--- config.mk ---
export PLATFORM = sky130hd
export DESIGN_NAME = hbi_top
export DESIGN_NICKNAME = d
export VERILOG_FILES = /design/src/rtl/hbi_pkg.sv /design/src/rtl/hbi_strobe.sv /design/src/rtl/hbi_axis.sv /design/src/rtl/hbi_top.sv
export SDC_FILE = /design/constraint.sdc
export NUM_CORES = 1
export LEC_CHECK = 0
export ABC_AREA = 1
export CORE_MARGIN = 4
export CORE_UTILIZATION = 39
export DETAILED_ROUTE_END_ITERATION = 12
export HOLD_SLACK_MARGIN = 0.02
export PLACE_DENSITY_LB_ADDON = 0.2
export SYNTH_ARGS = -nofsm -noshare
export SYNTH_HDL_FRONTEND = slang
export SYNTH_SLANG_ARGS = --single-unit
--- constraint.sdc ---
create_clock -name clk -period 1.7 [get_ports clk]
set_input_delay 0.255 -clock clk [delete_from_list [all_inputs] [get_ports clk]]
set_output_delay 0.255 -clock clk [all_outputs]
set_load 0.02 [all_outputs]
--- src/rtl/hbi_pkg.sv ---
package hbi_pkg;
  typedef enum logic [1:0] {
    TGT_CMD   = 2'd0,
    TGT_MODE  = 2'd1,
    TGT_IO    = 2'd2,
    TGT_INDEX = 2'd3
  } hbi_tgt_e;

  typedef struct packed {
    logic clr_cnt;
    logic clr_flags;
    logic clr_err;
    logic load_cnt;
    logic latch_cnt;
    logic load_psc;
  } hbi_cmd_t;
endpackage

--- src/rtl/hbi_strobe.sv ---
module hbi_strobe #(
  parameter int DATA_W = 8
) (
  input  logic              clk,
  input  logic              rst_n,
  input  logic              sel,
  input  logic              rd,
  input  logic              wr,
  input  logic              ctl,
  input  logic              axis,
  input  logic [DATA_W-1:0] din,
  output logic              wr_done,
  output logic              rd_done,
  output logic              cap_ctl,
  output logic              cap_axis,
  output logic [DATA_W-1:0] cap_din
);
  logic wr_q, rd_q;
  logic wr_live, rd_live;

  assign wr_live = sel & wr;
  assign rd_live = sel & rd;

  always_ff @(posedge clk or negedge rst_n) begin
    if (!rst_n) begin
      wr_q     <= 1'b0;
      rd_q     <= 1'b0;
      cap_ctl  <= 1'b0;
      cap_axis <= 1'b0;
      cap_din  <= '0;
    end else begin
      wr_q <= wr_live;
      rd_q <= rd_live;
      if (wr_live | rd_live) begin
        cap_ctl  <= ctl;
        cap_axis <= axis;
        cap_din  <= din;
      end
    end
  end

  assign wr_done = wr_q & ~wr_live;
  assign rd_done = rd_q & ~rd_live;

  // a completed access must have been qualified by the select one cycle earlier
  assert_done_needs_sel_R1: assert property (@(posedge clk) disable iff (!rst_n)
    (wr_done | rd_done) |-> $past(sel));
endmodule

--- src/rtl/hbi_axis.sv ---
module hbi_axis
  import hbi_pkg::*;
#(
  parameter int DATA_W  = 8,
  parameter int NBYTES  = 3,
  parameter int FIELD_W = 5
) (
  input  logic                     clk,
  input  logic                     rst_n,
  input  logic                     ctl_wr,
  input  logic                     data_wr,
  input  logic                     data_rd,
  input  logic [DATA_W-1:0]        byte_in,
  output logic [DATA_W*NBYTES-1:0] preset,
  output logic [((NBYTES>1)?$clog2(NBYTES):1)-1:0] ptr,
  output logic [FIELD_W-1:0]       mode_f,
  output logic [FIELD_W-1:0]       io_f,
  output logic [FIELD_W-1:0]       idx_f,
  output hbi_cmd_t                 cmd
);
  localparam int PTR_W = (NBYTES > 1) ? $clog2(NBYTES) : 1;
  localparam logic [PTR_W-1:0] PTR_LAST = PTR_W'(NBYTES - 1);

  hbi_tgt_e tgt;
  logic     cmd_hit;
  logic [1:0] clr_fld, xfer_fld;

  assign tgt      = hbi_tgt_e'(byte_in[6:5]);
  assign cmd_hit  = ctl_wr & (tgt == TGT_CMD);
  assign clr_fld  = byte_in[2:1];
  assign xfer_fld = byte_in[4:3];

  always_ff @(posedge clk or negedge rst_n) begin
    if (!rst_n) begin
      preset <= '0;
      ptr    <= '0;
      mode_f <= '0;
      io_f   <= '0;
      idx_f  <= '0;
      cmd    <= '0;
    end else begin
      cmd <= '0;
      if (cmd_hit) begin
        cmd.clr_cnt   <= (clr_fld == 2'd1);
        cmd.clr_flags <= (clr_fld == 2'd2);
        cmd.clr_err   <= (clr_fld == 2'd3);
        cmd.load_cnt  <= (xfer_fld == 2'd1);
        cmd.latch_cnt <= (xfer_fld == 2'd2);
        cmd.load_psc  <= (xfer_fld == 2'd3);
      end
      if (ctl_wr && tgt == TGT_MODE)  mode_f <= byte_in[FIELD_W-1:0];
      if (ctl_wr && tgt == TGT_IO)    io_f   <= byte_in[FIELD_W-1:0];
      if (ctl_wr && tgt == TGT_INDEX) idx_f  <= byte_in[FIELD_W-1:0];
      if (data_wr) preset[ptr*DATA_W +: DATA_W] <= byte_in;
      if (cmd_hit && byte_in[0]) ptr <= '0;
      else if (data_wr | data_rd) ptr <= (ptr == PTR_LAST) ? '0 : ptr + 1'b1;
    end
  end

  assert_ptr_range_R7: assert property (@(posedge clk) disable iff (!rst_n)
    ptr <= PTR_LAST);
  assert_ptr_hold_R1: assert property (@(posedge clk) disable iff (!rst_n)
    !(data_wr | data_rd | cmd_hit) |=> $stable(ptr));
  assert_preset_hold_R4: assert property (@(posedge clk) disable iff (!rst_n)
    !data_wr |=> $stable(preset));
  assert_cfg_hold_R2: assert property (@(posedge clk) disable iff (!rst_n)
    !ctl_wr |=> ($stable(mode_f) && $stable(io_f) && $stable(idx_f)));
  assert_clr_group_R9: assert property (@(posedge clk) disable iff (!rst_n)
    $onehot0({cmd.clr_cnt, cmd.clr_flags, cmd.clr_err}));
  assert_xfer_group_R10: assert property (@(posedge clk) disable iff (!rst_n)
    $onehot0({cmd.load_cnt, cmd.latch_cnt, cmd.load_psc}));
endmodule

--- src/rtl/hbi_top.sv ---
module hbi_top
  import hbi_pkg::*;
#(
  parameter int DATA_W  = 8,
  parameter int NBYTES  = 3,
  parameter int FIELD_W = 5
) (
  input  logic                         clk,
  input  logic                         rst_n,
  input  logic                         bus_sel,
  input  logic                         bus_rd,
  input  logic                         bus_wr,
  input  logic                         bus_ctl,
  input  logic                         bus_axis,
  input  logic [DATA_W-1:0]            bus_din,
  output logic [DATA_W-1:0]            bus_dout,
  output logic                         bus_dout_oe,
  input  logic [2*DATA_W*NBYTES-1:0]   latch_val,
  input  logic [2*DATA_W-1:0]          status_in,
  output logic [2*DATA_W*NBYTES-1:0]   preset_val,
  output logic [2*FIELD_W-1:0]         mode_reg,
  output logic [2*FIELD_W-1:0]         io_reg,
  output logic [2*FIELD_W-1:0]         index_reg,
  output logic [1:0]                   cmd_clr_cnt,
  output logic [1:0]                   cmd_clr_flags,
  output logic [1:0]                   cmd_clr_err,
  output logic [1:0]                   cmd_load_cnt,
  output logic [1:0]                   cmd_latch_cnt,
  output logic [1:0]                   cmd_load_psc
);
  localparam int NAXES = 2;
  localparam int PRE_W = DATA_W * NBYTES;
  localparam int PTR_W = (NBYTES > 1) ? $clog2(NBYTES) : 1;

  logic              wr_done, rd_done, cap_ctl, cap_axis;
  logic [DATA_W-1:0] cap_din;
  logic [PTR_W-1:0]  ptr_w [NAXES];
  hbi_cmd_t          cmd_w [NAXES];

  hbi_strobe #(.DATA_W(DATA_W)) u_strobe (
    .clk(clk), .rst_n(rst_n), .sel(bus_sel), .rd(bus_rd), .wr(bus_wr),
    .ctl(bus_ctl), .axis(bus_axis), .din(bus_din),
    .wr_done(wr_done), .rd_done(rd_done), .cap_ctl(cap_ctl),
    .cap_axis(cap_axis), .cap_din(cap_din)
  );

  for (genvar a = 0; a < NAXES; a++) begin : g_axis
    logic axis_hit, ctl_hit;
    assign axis_hit = (cap_axis == a[0]);
    assign ctl_hit  = wr_done & cap_ctl & (cap_din[DATA_W-1] | axis_hit);

    hbi_axis #(.DATA_W(DATA_W), .NBYTES(NBYTES), .FIELD_W(FIELD_W)) u_axis (
      .clk(clk), .rst_n(rst_n),
      .ctl_wr(ctl_hit),
      .data_wr(wr_done & ~cap_ctl & axis_hit),
      .data_rd(rd_done & ~cap_ctl & axis_hit),
      .byte_in(cap_din),
      .preset(preset_val[a*PRE_W +: PRE_W]),
      .ptr(ptr_w[a]),
      .mode_f(mode_reg[a*FIELD_W +: FIELD_W]),
      .io_f(io_reg[a*FIELD_W +: FIELD_W]),
      .idx_f(index_reg[a*FIELD_W +: FIELD_W]),
      .cmd(cmd_w[a])
    );

    assign cmd_clr_cnt[a]   = cmd_w[a].clr_cnt;
    assign cmd_clr_flags[a] = cmd_w[a].clr_flags;
    assign cmd_clr_err[a]   = cmd_w[a].clr_err;
    assign cmd_load_cnt[a]  = cmd_w[a].load_cnt;
    assign cmd_latch_cnt[a] = cmd_w[a].latch_cnt;
    assign cmd_load_psc[a]  = cmd_w[a].load_psc;
  end

  always_comb begin
    logic [PRE_W-1:0] lat;
    lat = latch_val[(bus_axis ? PRE_W : 0) +: PRE_W];
    if (bus_ctl) bus_dout = status_in[(bus_axis ? DATA_W : 0) +: DATA_W];
    else         bus_dout = lat[ptr_w[bus_axis]*DATA_W +: DATA_W];
  end

  assign bus_dout_oe = bus_sel & bus_rd;

  // a command pulse must follow a write strobe that had already fallen
  assert_pulse_after_wr_R9: assert property (@(posedge clk) disable iff (!rst_n)
    (|{cmd_clr_cnt, cmd_clr_flags, cmd_clr_err, cmd_load_cnt, cmd_latch_cnt, cmd_load_psc})
      |-> !$past(bus_sel & bus_wr));
endmodule

Word-level counts from Yosys, hierarchy flattened
Cells that the tools add are included.
- bits in registers: 106
- bits in latches: 0
- memory bits (writable): 0
- memory bits (read-only): 0
- input port bits: 79
- output and inout port bits: 99
- word-level logic and storage cells: 102
- memories: 0
- add/subtract/negate cells: 4
- $mul: 0
- divide/modulo/power cells: 0
- magnitude comparators: 1
- eq/ne operators: 11
- shift operators: 7
- muxes and demuxes: 16
- bitwise operators: 25
- reductions and logical operators: 11
- operator list (operator ; count):
    $neg 5->34 ; 2
    $shift 8x34->24 const A ; 2
    $shiftx 8x34->24 ; 2
    $bwmux 24 ; 2
    $shiftx 48x6->24 ; 1
    $shiftx 24x6->8 ; 1
    $mux 2 ; 9
    $eq 2x2->1 const B ; 8
    $shiftx 16x5->8 ; 1
    $and 1x1->1 ; 15
    $mux 6 ; 2
    $logic_and 1x1->1 ; 8
    $mux 8 ; 1
    $eq 2x1->1 const B ; 3
    $mux 5 ; 1
    $or 1x1->1 ; 5
    $add 2x1->2 const B ; 2
    $mux 4 ; 1
    $not 1->1 ; 4
    $reduce_bool 2->1 ; 2
    $ge 2x2->1 const B ; 1
    $logic_not 2->1 ; 1
    $not 1->2 ; 1

Depth between registers and ports, before layout
- word-level depth: 8
- mapped depth: 10
- gate-level depth less buffers: 9

Cells and area by module
A second synthesis with hierarchy kept.
- cell total of the unflattened synthesis: 671
- area, all modules: 5371.4 um^2
- modules (own cells, without submodules) (module ; instances ; cells each ; area an instance (um^2) ; sequential area each (um^2)):
    hbi_axis at g_axis[0].u_axis ; 1 ; 206 ; 2018.2 ; 1176.1
    hbi_axis at g_axis[1].u_axis ; 1 ; 217 ; 1984.4 ; 1176.1
    hbi_top ; 1 ; 195 ; 888.4 ; 0.0
    hbi_strobe ; 1 ; 53 ; 480.5 ; 300.3

Least setup slack after synthesis
Ideal clock, no wire load.
- path kind: register -> register
- from: reg g_axis[1].u_axis.ptr[0] in the netlist's numbering
- to: reg g_axis[1].u_axis.preset[0]
- setup time: 0.077 ns
- arrival: 1.516 ns
- data required time: 1.623 ns
- path slack: 0.106 ns
- cell stages (with the launch flop): 7
- path buffers: 1
- clock period less this slack: 1.594 ns
- cell sequence: dfrtp_1 > inv_1 > ha_1 > buf_2 > nor3_2 > nand2_1 > a21oi_1
- longest elaborated chain between the ends: 3
- elaborated cells between the ends (all ways): 4
- classes of those cells: 1 x add/sub; 2 x shift; 1 x mux
- RTL lines (element ; line ; text):
    start: declaration ; hbi_axis.sv:15 ; output logic [((NBYTES>1)?$clog2(NBYTES):1)-1:0] ptr,
    start signal: assignment ; hbi_axis.sv:56 ; else if (data_wr | data_rd) ptr <= (ptr == PTR_LAST) ? '0 : ptr + 1'b1;
    $neg 5->34 * ; hbi_axis.sv:54 ; if (data_wr) preset[ptr*DATA_W +: DATA_W] <= byte_in;
    $shiftx 8x34->24 / $shift 8x34->24 (equally long branches) ; hbi_axis.sv:54 ;
    $bwmux 24 * ; hbi_axis.sv:54 ;
    end signal: indexed assignment ; hbi_axis.sv:54 ;
    end: declaration ; hbi_axis.sv:14 ; output logic [DATA_W*NBYTES-1:0] preset,
Every way passes the cells marked *; elsewhere a longest branch is shown, timed or not.
A chain may end at the register's enable or synchronous reset.

Worst setup path in the final report
- from: reg g_axis[1].u_axis.ptr[0] in the netlist's numbering
- to: out bus_dout[2]
- longest elaborated chain between the ends: 5
- RTL lines (element ; line ; text):
    $mux 2 (implied by the code) (3 in series) ; hbi_top.sv:78 ; else bus_dout = lat[ptr_w[bus_axis]*DATA_W +: DATA_W];
    $shiftx 24x6->8 ; hbi_top.sv:78 ;
    $mux 8 ; hbi_top.sv:77 ; if (bus_ctl) bus_dout = status_in[(bus_axis ? DATA_W : 0) +: DATA_W];
    end: declaration ; hbi_top.sv:16 ; output logic [DATA_W-1:0] bus_dout,
No other way between the ends. The select of a mux whose other input is x is not followed.

==> results.env <==
SYN2LAYOUT_AREA_GROWTH_PCT=50.2
GRT-OVFL-TOTAL=0
NET-SWITCHING-POWER_uW=4150
IOS=178
PATH_MAX_FANOUT=9
DRV_CAP=0
SETUP_SLACK_NS=-0.0750
CORE-AREA_SQ_UM=12700
NETS=928
DIE_X_UM=123
FIRSTDRTPASSITERS=4
INITIAL_CORE_UTIL_PCT=40.3
ANTENNA_CELLS=0
POWER_LEAKAGE_uW=0.00365
CTS_MAX_LEVEL=3
YS_ASYNC_SR_FRACTION_PCT=100
SYNTH.TOP_CELLS.BY_AREA='sky130_fd_sc_hd__dfrtp_1, sky130_fd_sc_hd__nand2_1, sky130_fd_sc_hd__nand3_1, sky130_fd_sc_hd__nor2_1, sky130_fd_sc_hd__o21ai_0'
PEAKVDDDROP_mV=0.648
MIN_PERIOD_OVER_PERIOD_PCT=104
CTS_MADE_BUFFERS=9
CLKSINKCOUNT=106
DIE_Y_UM=123
WIRE_PER_INST_UM=14.4
ROUTE.VIAS.TOTAL=4844
AREA_SHARE_OF_THE_LARGEST_CELL_TYPE_AFTER_SYNTHESIS_PCT=51.7
SHARE_COMB_OF_TOTAL_POWER_PCT=46.0
ELEMENT_TYPE_AT_THE_CRITICAL_PATH_END='primary output'
GLOBAL_ROUTE_WIRE_LENGTH_BEFORE_REPAIR_MM=24.2
GRT_MAX_DEGREE=36
NUM-FILL-CELLS=1134
HPWL_MM=11.3
CLOCK_PATH_BUFFERS=2
DRIVE_GT1_SHARE_PCT=13.2
PLACEMENT_ROWS=41
PWR_DENSITY_CELL_nW_PER_UM2=1380
SYNTH_TOP_FLOP_CELL='sky130_fd_sc_hd__dfrtp_1'
SYNTH_ENABLE_FLOP_CELLS=0
OUTCOME='complete, but fails checks'
MIN_PERIOD_NS=1.78
HOLDCRITPATHCLASS='in2async'
POST_SYNTHESIS_CELL_AREA_SQ_UM=5130
VIOLATIONS='setup timing'
GRTUSAGETOTAL_PCT=20.5
POWER.CLOCK.FRACTION_PCT=19.7
SKEW_NS=0.0116
COUNT_OF_DISTINCT_CELL_TYPES_IN_THE_SYNTHESIZED_NETLIST=24
DIE-AREA_SQ_UM=15000
PORT-BUFFER-COUNT=177
GRT_SETUP_UNREPAIRED='true'
CTS-ROOT-BUF='sky130_fd_sc_hd__clkbuf_16'
DETAILEDROUTE.FIRSTITERATIONVIOLATIONS=250
NUMBER_OF_ANTENNA_VIOLATIONS_AT_THE_FIRST_CHECK_IN_GLOBAL_ROUTING=0
SLEW_HEADROOM_PCT=71.9
TOTALNEGATIVESETUPSLACK_NS=-0.458
CLOCK_TREE_FROM_TRITONCTS='done'
SYNTH.YOSYS.SEQ_AREA_SHARE_PCT=51.7
GLOBALPLACE.CONGESTION=0.876
ANTENNA_LEFT=0
SYNTH_TOP_CELL_BY_AREA='sky130_fd_sc_hd__dfrtp_1'
SETUP-VIOLATIONS-FINAL=8
STARTPOINT='g_axis[1].u_axis.ptr[0]'
POSTSYNTHREGISTERBITS=106
INTERNAL_POWER_COMPONENT_uW=6480
WORST_R2R_STARTPOINT='g_axis[1].u_axis.ptr[0]'
TIMING.CRITICAL_PATH.ARRIVAL_NS=1.52
SETUP.WORST_PATH.CLASS='reg2out'
VIAS_PER_CELL=4.77
SYNTH.AVG_CELL_AREA_SQ_UM=8.05
GRT_PASS1_VIAS=4964
POWER.SWITCHING_FRACTION_PCT=39.0
SYNTHESIZED_NET_COUNT=725
FINALMAXSLEWVIOLATIONS=0
WORST-SLEW-PIN-TRANSITION_NS=0.421
FMAXACHIEVABLE_GHz=0.563
REPORT.POWER.TOTAL_uW=10600
CP-START-KIND='flip-flop'
SYN_INST=637
POWER.SEQUENTIAL.FRACTION_PCT=34.3
SYNTH.MOST_COMMON_CELL='sky130_fd_sc_hd__nand2_1'
CTS.REPORTEDPATHS.CLKPINSLEW_NS=0.08
WORSTPATHREQUIRED_NS=1.44
SYNTH_COMMON_CELLS='sky130_fd_sc_hd__nand2_1, sky130_fd_sc_hd__dfrtp_1, sky130_fd_sc_hd__nor2_1'
HOLD_WS_NS=0.332
TIMING.FINAL.HOLD_VIOLATIONS=0
DRT_WL_TOTAL_MM=14.6
LATER_PIN_CLOCK_LATENCY_IN_THE_SKEW_REPORT_NS=0.35
YOSYSWARNINGS=0
POST-ROUTE-DRC-COUNT=0
==> cells by family (layout without fill, tap and decap cells) <==
kind of cell / Yosys count / in the layout / synth area share (%)
simple gates: 373 / 373 / 30.6
fa+ha+maj: 9 / 9 / 2.20
flops: 106 / 106 / 51.7
buf+inv: 48 / 255 / 4.29
compound gates: 101 / 101 / 11.2
==> power by group through the flow <==
stage / clock network [uW] / registers, uW / logic [uW]
2_1_floorplan: 0 / 4290 / 1760
3_3_place_gp: 0 / 3660 / 4640
3_5_place_dp: 0 / 3670 / 4730
4_1_cts: 2120 / 3650 / 4860
5_1_grt: 2260 / 3740 / 5340
6_report: 2090 / 3650 / 4890
==> registers in the layout (all words and copies together) (netlist names) <==
register / count
g_axis.u_axis.preset: 48
u_strobe.cap_axis: 1
g_axis.u_axis.idx_f: 10
g_axis.u_axis.cmd: 12
g_axis.u_axis.mode_f: 10
u_strobe.rd_q: 1
u_strobe.wr_q: 1
g_axis.u_axis.ptr: 4
g_axis.u_axis.io_f: 10
u_strobe.cap_din: 8
u_strobe.cap_ctl: 1
==> per-stage QoR <==
| stage | area (sq um) | setup slack (ns) | util, % | instances |
|---|---|---|---|---|
| 6_report | 7700 | -0.0750 | 60.5 | 1016 |
| 5_1_grt | 7700 | -0.195 | 60.5 | 1016 |
| 4_1_cts | 7660 | -0.0966 | 60.2 | 1016 |
| 3_5_place_dp | 7290 | -0.736 | 57.3 | 998 |
| 3_3_place_gp | 7290 | -0.740 | 57.3 | 998 |
| 2_1_floorplan | 5130 | 0.106 | - | 637 |
==> worst paths after layout <==
| path | cells past startpoint | to | slack, ns |
|---|---|---|---|
| setup / recovery | 8 | bus_dout[2] | -0.08 |
| hold / removal | 2 | g_axis[1].u_axis.mode_f[1] | 0.33 |
| setup reg to reg | 8 | g_axis[1].u_axis.preset[5] | 0.10 |
| hold reg to reg | 2 | g_axis[1].u_axis.preset[20] | 0.48 |
| max in group asynchronous | 3 | g_axis[1].u_axis.cmd[3] | 0.77 |
| min in group clk | 3 | u_strobe.cap_din[7] | 0.47 |
==> critical path, cell delays in order (launching register included) <==
cell and delay [ns]:
sky130_fd_sc_hd__dfrtp_1 0.42, sky130_fd_sc_hd__nand2_2 0.11, sky130_fd_sc_hd__nand2_4 0.09, sky130_fd_sc_hd__nor2_4 0.16, sky130_fd_sc_hd__nand2_1 0.07, sky130_fd_sc_hd__nand2_1 0.08
sky130_fd_sc_hd__nand2_1 0.07, sky130_fd_sc_hd__nand2_2 0.06, sky130_fd_sc_hd__buf_6 0.11
==> repair_timing <==
action,CTS,global route
pin swaps,7,5
endpoints found under the hold margin,14,0
setup endpoints to repair,9,20
gates resized for setup,65,9
buffers inserted,2,0
hold buffers,1,0
==> layer usage <==
metal | track usage, % | vias up | routed length, um
li1 | - | 2449 | -
met1 | 26.6 | 2233 | 6320
met2 | 34.2 | 143 | 7230
met3 | 4.79 | 19 | 886
met4 | 5.81 | 0 | 197
met5 | 0 | - | 0
==> placed cells by master, fill, tap and decap left out, types with 2 or more instances in the layout <==
| master | instances |
|---|---|
| sky130_fd_sc_hd__a21oi_1 | 7 |
| sky130_fd_sc_hd__a21oi_2 | 2 |
| sky130_fd_sc_hd__a21oi_4 | 2 |
| sky130_fd_sc_hd__buf_12 | 4 |
| sky130_fd_sc_hd__buf_4 | 28 |
| sky130_fd_sc_hd__buf_6 | 11 |
| sky130_fd_sc_hd__clkbuf_16 | 9 |
| sky130_fd_sc_hd__clkdlybuf4s50_1 | 166 |
| sky130_fd_sc_hd__clkinvlp_4 | 2 |
| sky130_fd_sc_hd__dfrtp_1 | 106 |
| sky130_fd_sc_hd__dlygate4sd2_1 | 2 |
| sky130_fd_sc_hd__ha_1 | 8 |
| sky130_fd_sc_hd__inv_1 | 22 |
| sky130_fd_sc_hd__inv_2 | 6 |
| sky130_fd_sc_hd__nand2_1 | 241 |
| sky130_fd_sc_hd__nand2_2 | 18 |
| sky130_fd_sc_hd__nand2_4 | 2 |
| sky130_fd_sc_hd__nand3_1 | 45 |
| sky130_fd_sc_hd__nand4_4 | 2 |
| sky130_fd_sc_hd__nor2_1 | 57 |
| sky130_fd_sc_hd__nor2_4 | 5 |
| sky130_fd_sc_hd__o21ai_0 | 43 |
| sky130_fd_sc_hd__o21ai_1 | 35 |
| sky130_fd_sc_hd__o21ai_2 | 11 |
==> final cells by class <==
| cell class | count | area, sq um | share of cell area [%] |
|---|---|---|---|
| clock buffer | 9 | 225 | 2.92 |
| clock inverter | 6 | 73.8 | 0.959 |
| inverter | 28 | 105 | 1.36 |
| multi-input combinational | 483 | 2320 | 30.2 |
| sequential | 106 | 2650 | 34.4 |
| tap | 172 | 215 | 2.79 |
| timing repair buffer | 212 | 2100 | 27.3 |
Note: power is estimated with default switching activity, not from simulation.
